$ cat config.mk
export PLATFORM = sky130hd
export DESIGN_NAME = utlb_dside
export DESIGN_NICKNAME = d
export VERILOG_FILES = /design/src/rtl/utlb_pkg.sv /design/src/rtl/utlb_entry_array.sv /design/src/rtl/utlb_plru.sv /design/src/rtl/utlb_refill_ctl.sv /design/src/rtl/utlb_dside.sv
export SDC_FILE = /design/constraint.sdc
export NUM_CORES = 1
export LEC_CHECK = 0
export CAP_MARGIN = 0
export CORE_MARGIN = 4
export CORE_UTILIZATION = 45
export DETAILED_ROUTE_END_ITERATION = 8
export PLACE_DENSITY = 0.66
export SYNTH_ARGS = -nofsm -noshare
export SYNTH_HDL_FRONTEND = slang
export SYNTH_SLANG_ARGS = --single-unit
$ cat constraint.sdc
create_clock -name clk -period 3.2 [get_ports clk]
set_input_delay 0.64 -clock clk [delete_from_list [all_inputs] [get_ports clk]]
set_output_delay 0.64 -clock clk [all_outputs]
set_load 0.05 [all_outputs]
$ cat src/rtl/utlb_pkg.sv
package utlb_pkg;
  localparam int unsigned UTLB_SLOTS = 4;
  localparam int unsigned UTLB_IDX_W = 2;

  typedef enum logic [1:0] {
    FS_LOOKUP = 2'd0,
    FS_ASK    = 2'd1,
    FS_WAIT   = 2'd2
  } fill_state_e;
endpackage

$ cat src/rtl/utlb_entry_array.sv
module utlb_entry_array
  import utlb_pkg::*;
#(
  parameter int unsigned VPN_W  = 20,
  parameter int unsigned ASID_W = 8,
  parameter int unsigned PFN_W  = 24,
  parameter int unsigned ATTR_W = 3
) (
  input  logic                  clk,
  input  logic                  rst_n,
  input  logic                  flush,
  input  logic [VPN_W-1:0]      lk_vpn,
  input  logic [ASID_W-1:0]     lk_asid,
  input  logic                  wr_en,
  input  logic [UTLB_IDX_W-1:0] wr_idx,
  input  logic [VPN_W-1:0]      wr_vpn,
  input  logic [ASID_W-1:0]     wr_asid,
  input  logic [PFN_W-1:0]      wr_pfn,
  input  logic [ATTR_W-1:0]     wr_attr,
  output logic                  hit,
  output logic [UTLB_IDX_W-1:0] hit_idx,
  output logic [PFN_W-1:0]      hit_pfn,
  output logic [ATTR_W-1:0]     hit_attr
);
  logic [UTLB_SLOTS-1:0] valid_vec;
  logic [UTLB_SLOTS-1:0] match_vec;
  logic [PFN_W-1:0]      pfn_arr  [UTLB_SLOTS];
  logic [ATTR_W-1:0]     attr_arr [UTLB_SLOTS];

  for (genvar g = 0; g < UTLB_SLOTS; g++) begin : g_slot
    logic              valid_q;
    logic [VPN_W-1:0]  vpn_q;
    logic [ASID_W-1:0] asid_q;
    logic [PFN_W-1:0]  pfn_q;
    logic [ATTR_W-1:0] attr_q;
    logic              sel;

    assign sel = wr_en && (wr_idx == UTLB_IDX_W'(g));

    always_ff @(posedge clk) begin
      if (!rst_n) begin
        valid_q <= 1'b0;
        vpn_q   <= '0;
        asid_q  <= '0;
        pfn_q   <= '0;
        attr_q  <= '0;
      end else if (flush) begin
        valid_q <= 1'b0;
      end else if (sel) begin
        valid_q <= 1'b1;
        vpn_q   <= wr_vpn;
        asid_q  <= wr_asid;
        pfn_q   <= wr_pfn;
        attr_q  <= wr_attr;
      end
    end

    assign match_vec[g] = valid_q && (vpn_q == lk_vpn) && (asid_q == lk_asid);
    assign valid_vec[g] = valid_q;
    assign pfn_arr[g]   = pfn_q;
    assign attr_arr[g]  = attr_q;
  end

  always_comb begin
    hit_idx  = '0;
    hit_pfn  = '0;
    hit_attr = '0;
    for (int i = 0; i < UTLB_SLOTS; i++) begin
      if (match_vec[i]) begin
        hit_idx  = hit_idx | UTLB_IDX_W'(i);
        hit_pfn  = hit_pfn | pfn_arr[i];
        hit_attr = hit_attr | attr_arr[i];
      end
    end
  end

  assign hit = |match_vec;

  // a page never sits in two slots, so the OR-mux is exact
  p_single_match_r1: assert property (@(posedge clk) disable iff (!rst_n)
    $onehot0(match_vec))
    else $error("two slots match one lookup");

  // an invalidation empties every slot, winning over a same-cycle fill
  p_flush_empties_r7: assert property (@(posedge clk) disable iff (!rst_n)
    flush |=> (valid_vec == '0))
    else $error("slot survived invalidation");
endmodule

$ cat src/rtl/utlb_plru.sv
module utlb_plru
  import utlb_pkg::*;
(
  input  logic                  clk,
  input  logic                  rst_n,
  input  logic                  touch_en,
  input  logic [UTLB_IDX_W-1:0] touch_idx,
  output logic [UTLB_IDX_W-1:0] victim_idx
);
  logic       older_pair_q;
  logic [1:0] older_in_pair_q;

  always_ff @(posedge clk) begin
    if (!rst_n) begin
      older_pair_q    <= 1'b0;
      older_in_pair_q <= 2'b00;
    end else if (touch_en) begin
      older_pair_q                   <= ~touch_idx[1];
      older_in_pair_q[touch_idx[1]]  <= ~touch_idx[0];
    end
  end

  assign victim_idx = {older_pair_q, older_in_pair_q[older_pair_q]};

  // after a use, the next victim lies in the other pair
  p_use_moves_victim_r5: assert property (@(posedge clk) disable iff (!rst_n)
    touch_en |=> (victim_idx[1] != $past(touch_idx[1])))
    else $error("victim still in the pair just used");
endmodule

$ cat src/rtl/utlb_refill_ctl.sv
module utlb_refill_ctl
  import utlb_pkg::*;
(
  input  logic clk,
  input  logic rst_n,
  input  logic req_valid,
  input  logic hit,
  input  logic flush,
  input  logic mt_req_ready,
  input  logic mt_rsp_valid,
  input  logic mt_rsp_hit,
  output logic in_lookup,
  output logic start_miss,
  output logic mt_req_valid,
  output logic fill_en,
  output logic fail_now,
  output logic stall,
  output logic req_ready
);
  fill_state_e state_q, state_d;
  logic        stale_q;
  logic        rsp_now;
  logic        drop;

  assign in_lookup    = (state_q == FS_LOOKUP);
  assign start_miss   = in_lookup && req_valid && !hit;
  assign mt_req_valid = (state_q == FS_ASK);
  assign rsp_now      = (state_q == FS_WAIT) && mt_rsp_valid;
  assign drop         = rsp_now && (stale_q || flush);
  assign fill_en      = rsp_now && !drop && mt_rsp_hit;
  assign fail_now     = rsp_now && !drop && !mt_rsp_hit;
  assign req_ready    = (in_lookup && hit) || fail_now;
  assign stall        = start_miss || (!in_lookup && !fail_now);

  always_comb begin
    state_d = state_q;
    unique case (state_q)
      FS_LOOKUP: if (start_miss)   state_d = FS_ASK;
      FS_ASK:    if (mt_req_ready) state_d = FS_WAIT;
      FS_WAIT:   if (mt_rsp_valid) state_d = FS_LOOKUP;
      default:                     state_d = FS_LOOKUP;
    endcase
  end

  always_ff @(posedge clk) begin
    if (!rst_n) begin
      state_q <= FS_LOOKUP;
      stale_q <= 1'b0;
    end else begin
      state_q <= state_d;
      if (start_miss)
        stale_q <= 1'b0;
      else if (!in_lookup && flush)
        stale_q <= 1'b1;
    end
  end

  // a refill request is held until the main TLB takes it
  p_ask_held_r2: assert property (@(posedge clk) disable iff (!rst_n)
    (mt_req_valid && !mt_req_ready) |=> mt_req_valid)
    else $error("refill request withdrawn before acceptance");

  // a response that follows an invalidation is never installed
  p_stale_not_filled_r9: assert property (@(posedge clk) disable iff (!rst_n)
    ((state_q == FS_WAIT) && $past(flush) && !in_lookup) |-> !fill_en)
    else $error("stale refill installed");
endmodule

$ cat src/rtl/utlb_dside.sv
module utlb_dside
  import utlb_pkg::*;
#(
  parameter int unsigned VADDR_W = 32,
  parameter int unsigned PAGE_W  = 12,
  parameter int unsigned ASID_W  = 8,
  parameter int unsigned PFN_W   = 24,
  parameter int unsigned ATTR_W  = 3
) (
  input  logic                      clk,
  input  logic                      rst_n,
  input  logic [ASID_W-1:0]         cur_asid,
  input  logic                      main_tlb_wr,
  input  logic                      req_valid,
  output logic                      req_ready,
  input  logic [VADDR_W-1:0]        req_vaddr,
  output logic                      rsp_valid,
  output logic [PFN_W+PAGE_W-1:0]   rsp_paddr,
  output logic [ATTR_W-1:0]         rsp_attr,
  output logic                      rsp_miss,
  output logic                      stall,
  output logic                      mt_req_valid,
  input  logic                      mt_req_ready,
  output logic [VADDR_W-PAGE_W-1:0] mt_req_vpn,
  output logic [ASID_W-1:0]         mt_req_asid,
  input  logic                      mt_rsp_valid,
  input  logic                      mt_rsp_hit,
  input  logic [PFN_W-1:0]          mt_rsp_pfn,
  input  logic [ATTR_W-1:0]         mt_rsp_attr
);
  localparam int unsigned VPN_W   = VADDR_W - PAGE_W;
  localparam int unsigned PADDR_W = PFN_W + PAGE_W;

  logic [VPN_W-1:0]      lk_vpn;
  logic [ASID_W-1:0]     asid_seen_q;
  logic                  flush;
  logic [VPN_W-1:0]      pend_vpn_q;
  logic [ASID_W-1:0]     pend_asid_q;
  logic                  hit;
  logic [UTLB_IDX_W-1:0] hit_idx;
  logic [PFN_W-1:0]      hit_pfn;
  logic [ATTR_W-1:0]     hit_attr;
  logic [UTLB_IDX_W-1:0] victim_idx;
  logic                  in_lookup;
  logic                  start_miss;
  logic                  fill_en;
  logic                  fail_now;
  logic                  touch_en;
  logic [UTLB_IDX_W-1:0] touch_idx;

  assign lk_vpn = req_vaddr[VADDR_W-1:PAGE_W];
  assign flush  = main_tlb_wr || (cur_asid != asid_seen_q);

  always_ff @(posedge clk) begin
    if (!rst_n) begin
      asid_seen_q <= '0;
      pend_vpn_q  <= '0;
      pend_asid_q <= '0;
    end else begin
      asid_seen_q <= cur_asid;
      if (start_miss) begin
        pend_vpn_q  <= lk_vpn;
        pend_asid_q <= cur_asid;
      end
    end
  end

  utlb_entry_array #(
    .VPN_W (VPN_W),
    .ASID_W(ASID_W),
    .PFN_W (PFN_W),
    .ATTR_W(ATTR_W)
  ) u_slots (
    .clk     (clk),
    .rst_n   (rst_n),
    .flush   (flush),
    .lk_vpn  (lk_vpn),
    .lk_asid (cur_asid),
    .wr_en   (fill_en),
    .wr_idx  (victim_idx),
    .wr_vpn  (pend_vpn_q),
    .wr_asid (pend_asid_q),
    .wr_pfn  (mt_rsp_pfn),
    .wr_attr (mt_rsp_attr),
    .hit     (hit),
    .hit_idx (hit_idx),
    .hit_pfn (hit_pfn),
    .hit_attr(hit_attr)
  );

  assign touch_en  = (in_lookup && req_valid && hit) || fill_en;
  assign touch_idx = fill_en ? victim_idx : hit_idx;

  utlb_plru u_repl (
    .clk       (clk),
    .rst_n     (rst_n),
    .touch_en  (touch_en),
    .touch_idx (touch_idx),
    .victim_idx(victim_idx)
  );

  utlb_refill_ctl u_ctl (
    .clk         (clk),
    .rst_n       (rst_n),
    .req_valid   (req_valid),
    .hit         (hit),
    .flush       (flush),
    .mt_req_ready(mt_req_ready),
    .mt_rsp_valid(mt_rsp_valid),
    .mt_rsp_hit  (mt_rsp_hit),
    .in_lookup   (in_lookup),
    .start_miss  (start_miss),
    .mt_req_valid(mt_req_valid),
    .fill_en     (fill_en),
    .fail_now    (fail_now),
    .stall       (stall),
    .req_ready   (req_ready)
  );

  assign mt_req_vpn  = pend_vpn_q;
  assign mt_req_asid = pend_asid_q;
  assign rsp_valid   = req_valid && req_ready;
  assign rsp_miss    = fail_now;
  assign rsp_paddr   = fail_now ? PADDR_W'(0) : {hit_pfn, req_vaddr[PAGE_W-1:0]};
  assign rsp_attr    = fail_now ? ATTR_W'(0) : hit_attr;

  // a delivered hit never leads to a refill request
  p_hit_no_ask_r1: assert property (@(posedge clk) disable iff (!rst_n)
    (rsp_valid && !rsp_miss) |=> !mt_req_valid)
    else $error("refill requested after a hit");

  // page number and identifier stay put while the request waits
  p_ask_stable_r2: assert property (@(posedge clk) disable iff (!rst_n)
    (mt_req_valid && !mt_req_ready) |=> ($stable(mt_req_vpn) && $stable(mt_req_asid)))
    else $error("refill request changed while waiting");

  // an installed mapping serves the held lookup on the next cycle
  p_fill_then_hit_r3: assert property (@(posedge clk) disable iff (!rst_n)
    fill_en |=> (!req_valid || flush || rsp_valid))
    else $error("lookup did not hit after fill");
endmodule

# [Word-level counts from Yosys, hierarchy flattened]
# Cells that the tools add are included.
[totals] register_bits=266 in_bits=74 out_inout_bits=72 elab_cells=125
[op_classes] magnitude_cmp=3 eq_ne=17 n_mux=23 bitwise=10 reduce_logical=45
[op_table] op="$mux W24" count=4
[op_table] op="$eq A20 B20 Y1" count=4
[op_table] op="$or A24 B24 Y24" count=3
[op_table] op="$mux W36" count=1
[op_table] op="$eq A8 B8 Y1" count=4
[op_table] op="$logic_and A1 B1 Y1" count=25
[op_table] op="$mux W3" count=5
[op_table] op="$mux W2" count=6
[op_table] op="$or A3 B3 Y3" count=3
[op_table] op="$ne A8 B8 Y1" count=1
[op_table] op="$reduce_and A2 Y1" count=4
[op_table] op="$eq A2 B2 Y1 const B" count=3
[op_table] op="$pmux W2 S3" count=1
[op_table] op="$logic_not A1 Y1" count=5
[op_table] op="$logic_or A1 B1 Y1" count=5
[op_table] op="$eq A2 B1 Y1 const B" count=2
[op_table] op="$logic_not A2 Y1" count=2
[op_table] op="$lt A1 B2 Y1 const B" count=2
[op_table] op="$mux W1" count=4
[op_table] op="$ne A2 B2 Y1 const B" count=2
[op_table] op="$not A1 Y1" count=4
[op_table] op="$reduce_or A2 Y1" count=2
[op_table] op="$reduce_or A4 Y1" count=1
[op_table] op="$reduce_and A3 Y1" count=1
[op_table] op="4 further kinds" count=4

# [Logic depth before layout (Yosys ltp)]
[logic_depth] ltp_word=13 ltp_mapped=10

# [Modules after synthesis]
# Synthesis repeated with hierarchy kept, for this count alone.
[unflattened] cells_unflattened=1515 hier_area_um2=12683.4
[modules_own_cells] mod="utlb_entry_array" instances=1 cells_each=1314 area_each_um2=10695.3 seq_area_each_um2=4484.3
[modules_own_cells] mod="utlb_dside" instances=1 cells_each=164 area_each_um2=1647.8 seq_area_each_um2=720.7
[modules_own_cells] mod="utlb_refill_ctl" instances=1 cells_each=24 area_each_um2=209.0 seq_area_each_um2=60.1
[modules_own_cells] mod="utlb_plru" instances=1 cells_each=13 area_each_um2=131.4 seq_area_each_um2=60.1

# [Least setup slack after synthesis]
# No wires, ideal clock.
[synth_timing] path_kind="input -> output" startpoint="input port req_vaddr[13]" endpoint="output port rsp_paddr[17]" arrival_time_ns=3.094 required_ns=2.560 setup_slack_ns=-0.534 path_stages=9 path_buffers=3 cell_sequence="clkbuf_1 -> xnor2_1 -> nand4_1 -> or4_1 -> nor4_4 -> buf_6 -> buf_2 -> a22oi_1 -> a21oi_1"
[synth_via] elab_chain_len=11 elab_cells_between_ends=20
[synth_lines] element="start, declared" line_no="utlb_dside.sv:16" text="input logic [VADDR_W-1:0] req_vaddr,"
[synth_lines] element="$eq A20 B20 Y1" line_no="utlb_entry_array.sv:58" text="assign match_vec[g] = valid_q && (vpn_q == lk_vpn) && (asid_q == lk_asid);"
[synth_lines] element="$logic_and A1 B1 Y1 (2 in a row)" line_no="utlb_entry_array.sv:58"
[synth_lines] element="$mux W24" line_no="utlb_entry_array.sv:69" text="if (match_vec[i]) begin"
[synth_lines] element="$or A24 B24 Y24" line_no="utlb_entry_array.sv:71" text="hit_pfn = hit_pfn | pfn_arr[i];"
[synth_lines] element="$mux W24" line_no="utlb_entry_array.sv:69"
[synth_lines] element="$or A24 B24 Y24" line_no="utlb_entry_array.sv:71"
[synth_lines] element="$mux W24" line_no="utlb_entry_array.sv:69"
[synth_lines] element="$or A24 B24 Y24" line_no="utlb_entry_array.sv:71"
[synth_lines] element="$mux W24 (*)" line_no="utlb_entry_array.sv:69"
[synth_lines] element="$mux W36 (*)" line_no="utlb_dside.sv:124" text="assign rsp_paddr = fail_now ? PADDR_W'(0) : {hit_pfn, req_vaddr[PAGE_W-1:0]};"
[synth_lines] element="end, declared" line_no="utlb_dside.sv:18" text="output logic [PFN_W+PAGE_W-1:0] rsp_paddr,"
# Mark *: on every way between the ends. The rest lies on a longest branch, timed or not.

# [Final worst setup path]
[layout_timing] startpoint="input port cur_asid[3]" endpoint="output port rsp_valid"
[layout_via] elab_chain_len=9 elab_cells_between_ends=19
[layout_lines] element="start, declared" line_no="utlb_dside.sv:12" text="input logic [ASID_W-1:0] cur_asid,"
[layout_lines] element="$ne A8 B8 Y1" line_no="utlb_dside.sv:52" text="assign flush = main_tlb_wr || (cur_asid != asid_seen_q);"
[layout_lines] element="$logic_or A1 B1 Y1" line_no="utlb_dside.sv:52"
[layout_lines] element="$logic_or A1 B1 Y1" line_no="utlb_refill_ctl.sv:29" text="assign drop = rsp_now && (stale_q || flush);"
[layout_lines] element="$logic_and A1 B1 Y1" line_no="utlb_refill_ctl.sv:29"
[layout_lines] element="$logic_not A1 Y1" line_no="utlb_refill_ctl.sv:31" text="assign fail_now = rsp_now && !drop && !mt_rsp_hit;"
[layout_lines] element="$logic_and A1 B1 Y1 (2 in a row)" line_no="utlb_refill_ctl.sv:31"
[layout_lines] element="$logic_or A1 B1 Y1 (*)" line_no="utlb_refill_ctl.sv:32" text="assign req_ready = (in_lookup && hit) || fail_now;"
[layout_lines] element="$logic_and A1 B1 Y1 (*)" line_no="utlb_dside.sv:122" text="assign rsp_valid = req_valid && req_ready;"
[layout_lines] element="end, declared" line_no="utlb_dside.sv:17" text="output logic rsp_valid,"
# Marks and branches as above.

==> impl_results.md <==
- Critical Path RT: 2.56 ns
- Routed vias: 11199
- Starting density of the core: between 40% and 50%
- Peak clock frequency supported by timing: approximately 0.29 GHz
- Total track usage: between 20% and 30%
- Number of standard cells after synthesis: 1479
- Layout cells sized above 1: 26.5%
- Deepest clock path buffer count: 3
- Max-Cap Viols: 0
- Unrepaired setup endpoints after global routing: yes
- Average detailed-routed wire length per instance: 19.1 um
- GR Overflow Total: 0
- Result of the run: finished, violations left
- Launch point of the worst hold path: u_slots.g_slot[0].pfn_q[2]
- Sequential element share of the synthesized area: 43.2%
- Clock tree from TritonCTS: done
- H-tree depth reported by CTS: 1
- Final non-filler cell total: about 2100
- Worst-path cell with the longest stage delay: or4_4
- Number of global-route vias before repair: 11283
- TritonCTS buffer count: 29
- Nets@finish: roughly 1800
- Synthesized flop and latch total: 266
- Number of enable-type register cells in the synthesized netlist: 0
- Number of vias per cell: roughly 5.5
- Number of placement rows: 60
- Failing checks: setup timing
- Transition time at the pin with the least slew margin: 0.677 ns
- Crit path time final: 3.48 ns
- Final-report hold violation count: 0
- Final Skew: 0.0260 ns
- Path type of the worst setup path: in2out
- Delay of the slowest critical-path stage: 0.55 ns
- Crit start category: input port
- Cell-by-cell trace of the critical path: buf_2 -> buf_12 -> xnor2_4 -> nand2_2 -> or4_4 -> nor4_4 -> buf_6 -> buf_6 -> nor4_4 -> nor3_2 -> o21a_2 -> buf_12
- Slack of the critical path: -0.276 ns
- Wire length of the first global-routing pass: 62100 um
- Cell total after placement: about 2000
- Post-route fraction of the period consumed by the critical path: 109%
- VDD IR-drop max: 0.352 mV
- Core Region: 27000 sq um
- HPWL after detailed placement: 25500 um
- Number of distinct library cell variants in the gate-level netlist after synthesis: between 40 and 50
- Endpoint kind of the worst setup timing path: output port
- Cell area after synthesis: between 10000 and 15000 sq um
- First drt pass iteration count: 5
- Setup TNS: -5.77 ns
- PwrDens: between 400 and 500 nW/um^2
- Number of top-level design ports: ~150
- Launch point of the worst reg-to-reg path: u_slots.g_slot[0].asid_q[3]
- Area grow syn2layout: 44.8%
- Clock slew at the register clock pins of the worst setup and hold paths: 0.06 ns
- Most instantiated flip-flop cell in the synthesis netlist: dfxtp_1
- Height of the die: 173 um
- Crit Path Max Fanout: 6
- Iteration-0 DRC count of the detailed router: 786
- Clock root buffer: clkbuf_16
- Syn nets: 1553
- Clock insertion delay at the later pin of the skew report: 0.56 ns
- Aggregate routed wire length: ~40000 um
- Die outline area: 30100 sq um
- Number of antenna violations at the first check in global routing: 0
- Largest net degree at the start of global routing: 96
- Drt drc: 0
- Number of endpoints failing setup at the final stage: 30
- Antenna-violating nets left: 0
- Yosys Warn Count: 0
- Total of buffers placed on input and output ports: ~150
- Cts hold-fix bufs: 0
- Overall die width: ~170 um
- Worst Hold Class: reg2reg
- Share of async-settable or async-resettable flops after synthesis: 0%
- Fill cells: around 2100
- Leakage power summed over all cells: 6.12 nW
- Arrival time reported for the critical path endpoint: 2.84 ns
- Pins Over Slew Limit: 0
- Start point of the critical path: cur_asid[3]
- Final Wtd Congestion: 0.911
- Total number of clock tree sinks: 266
- Relative slew margins: 54.9%
- Synth Area per Inst: approximately 8.3 sq um
## per-layer routing
| metal | part of all wire, % | global-route usage (%) |
|---|---|---|
| met4 | 2.8 | 7.05 |
| met1 | 43 | 33.2 |
| met5 | 0 | 0 |
| met3 | 6.0 | 3.49 |
| met2 | 48 | 43.3 |
## where the power goes
group,total (mW),internal (mW),switching [mW],leakage (nW)
Clock,3.58,2.19,1.39,0.506
Sequential,3.40,3.34,0.0528,2.15
Combinational,0.825,0.393,0.432,3.46
## synthesized netlist by cell type, types with 2 or more instances
master	n	area (sq um)
mux2i_1	31	310
nor3b_1	2	15.0
buf_4	4	30.0
nand4_1	37	231
nor4_4	2	42.5
a21boi_0	194	1460
nor2b_1	42	263
clkbuf_1	81	304
nor2_1	19	71.3
xnor2_2	3	48.8
nor3_1	3	15.0
nand3_1	7	35.0
and2_1	12	75.1
dfxtp_1	266	5330
nand2_1	455	1710
a22oi_1	56	420
buf_2	34	170
or2_2	3	18.8
xnor2_1	97	850
inv_1	7	26.3
nor4_1	16	100
a21boi_1	26	195
xor2_1	22	193
and4_1	3	26.3
o21ai_0	5	25.0
nand2b_1	3	18.8
buf_6	4	45.0
a21oi_1	29	145
## registers in the layout, summed over array words and instances (netlist names)
name and cells:
asid_seen_q 8, u_ctl.state_q 2, u_slots.g_slot.valid_q 4, u_repl.older_pair_q 1, mt_req_vpn 20, u_slots.g_slot.pfn_q 96, mt_req_asid 8, u_slots.g_slot.attr_q 12
u_repl.older_in_pair_q 2, u_ctl.stale_q 1, u_slots.g_slot.asid_q 32, u_slots.g_slot.vpn_q 80
## critical path: cells and delay by family
family | cells | cell delay [ns]
and+or+nand+nor | 5 | 1.14
AOI/OAI and AO/OA | 1 | 0.20
buffers and inverters | 5 | 0.66
xor gates and xnor gates | 1 | 0.16
## worst paths after layout
kind	end	slack (ns)	cells after the start
setup reg to reg	mt_req_vpn[9]	0.51	14
setup / recovery	rsp_valid	-0.28	12
hold reg to reg	u_slots.g_slot[0].pfn_q[2]	0.46	2
hold / removal	u_slots.g_slot[0].pfn_q[2]	0.46	2
## metrics by stage
stage	power (mW)	setup WS, ns	utilization [%]	hold slack, ns	instance area [sq um]
floorplan	3.87	-0.0757	-	0.430	12800
global placement	4.20	-0.950	57.8	0.438	15600
detailed placement	4.20	-0.900	57.8	0.449	15600
CTS	7.82	-0.289	65.5	0.463	17600
global route	8.02	-0.343	66.2	0.476	17800
finish	7.80	-0.276	66.2	0.464	17800
## cell type report
class | instances | area [sq um] | area share (%)
clock buffer | 34 | 764 | 4.29
clock inverter | 18 | 253 | 1.42
timing repair buffer | 302 | 3340 | 18.8
antenna | 1 | 2.50 | 0.0140
tap | 341 | 427 | 2.39
sequential | 266 | 5340 | 29.9
inverter | 7 | 26.3 | 0.147
multi-input combinational | 1083 | 7680 | 43.0
## layout by cell type (no fill, tap or decap), types with 9 or more instances in the layout
cell type | Yosys | final
a21boi_0 | 194 | 194
nor2_1 | 19 | 17
dfxtp_2 | 0 | 10
clkinv_2 | 0 | 9
xnor2_1 | 97 | 49
a21oi_4 | 0 | 27
buf_6 | 4 | 33
xor2_1 | 22 | 17
buf_2 | 34 | 10
nor2b_1 | 42 | 38
a22oi_1 | 56 | 11
buf_12 | 0 | 56
xnor2_2 | 3 | 39
dfxtp_1 | 266 | 255
nand4_1 | 37 | 37
nand2_1 | 455 | 453
a21boi_1 | 26 | 26
and2_1 | 12 | 10
buf_4 | 4 | 107
xnor2_4 | 0 | 12
clkdlybuf4s50_1 | 0 | 73
a22oi_2 | 0 | 45
mux2i_1 | 31 | 31
clkbuf_16 | 0 | 29
## repair_timing
action / CTS / global route
pin swaps: 46 / 23
endpoints found under the setup margin: 43 / 39
endpoints found under the hold margin: 0 / 0
buffers inserted: 31 / 1
cloned: 4 / 0
resized for setup: 219 / 58
## kinds of logic (layout without fill, tap and decap cells)
| logic type | count (synthesis) | count (layout) | synth area share (%) |
|---|---|---|---|
| AND/OR/NAND/NOR | 614 | 614 | 22.0 |
| other | 0 | 1 | 0 |
| flip-flops | 266 | 266 | 43.2 |
| multiplexers | 31 | 31 | 2.52 |
| AO/OA/AOI/OAI | 316 | 316 | 18.7 |
| XOR/XNOR | 122 | 122 | 8.85 |
| buffers and inverters | 130 | 361 | 4.67 |
Note: power is estimated with default switching activity, not from simulation.
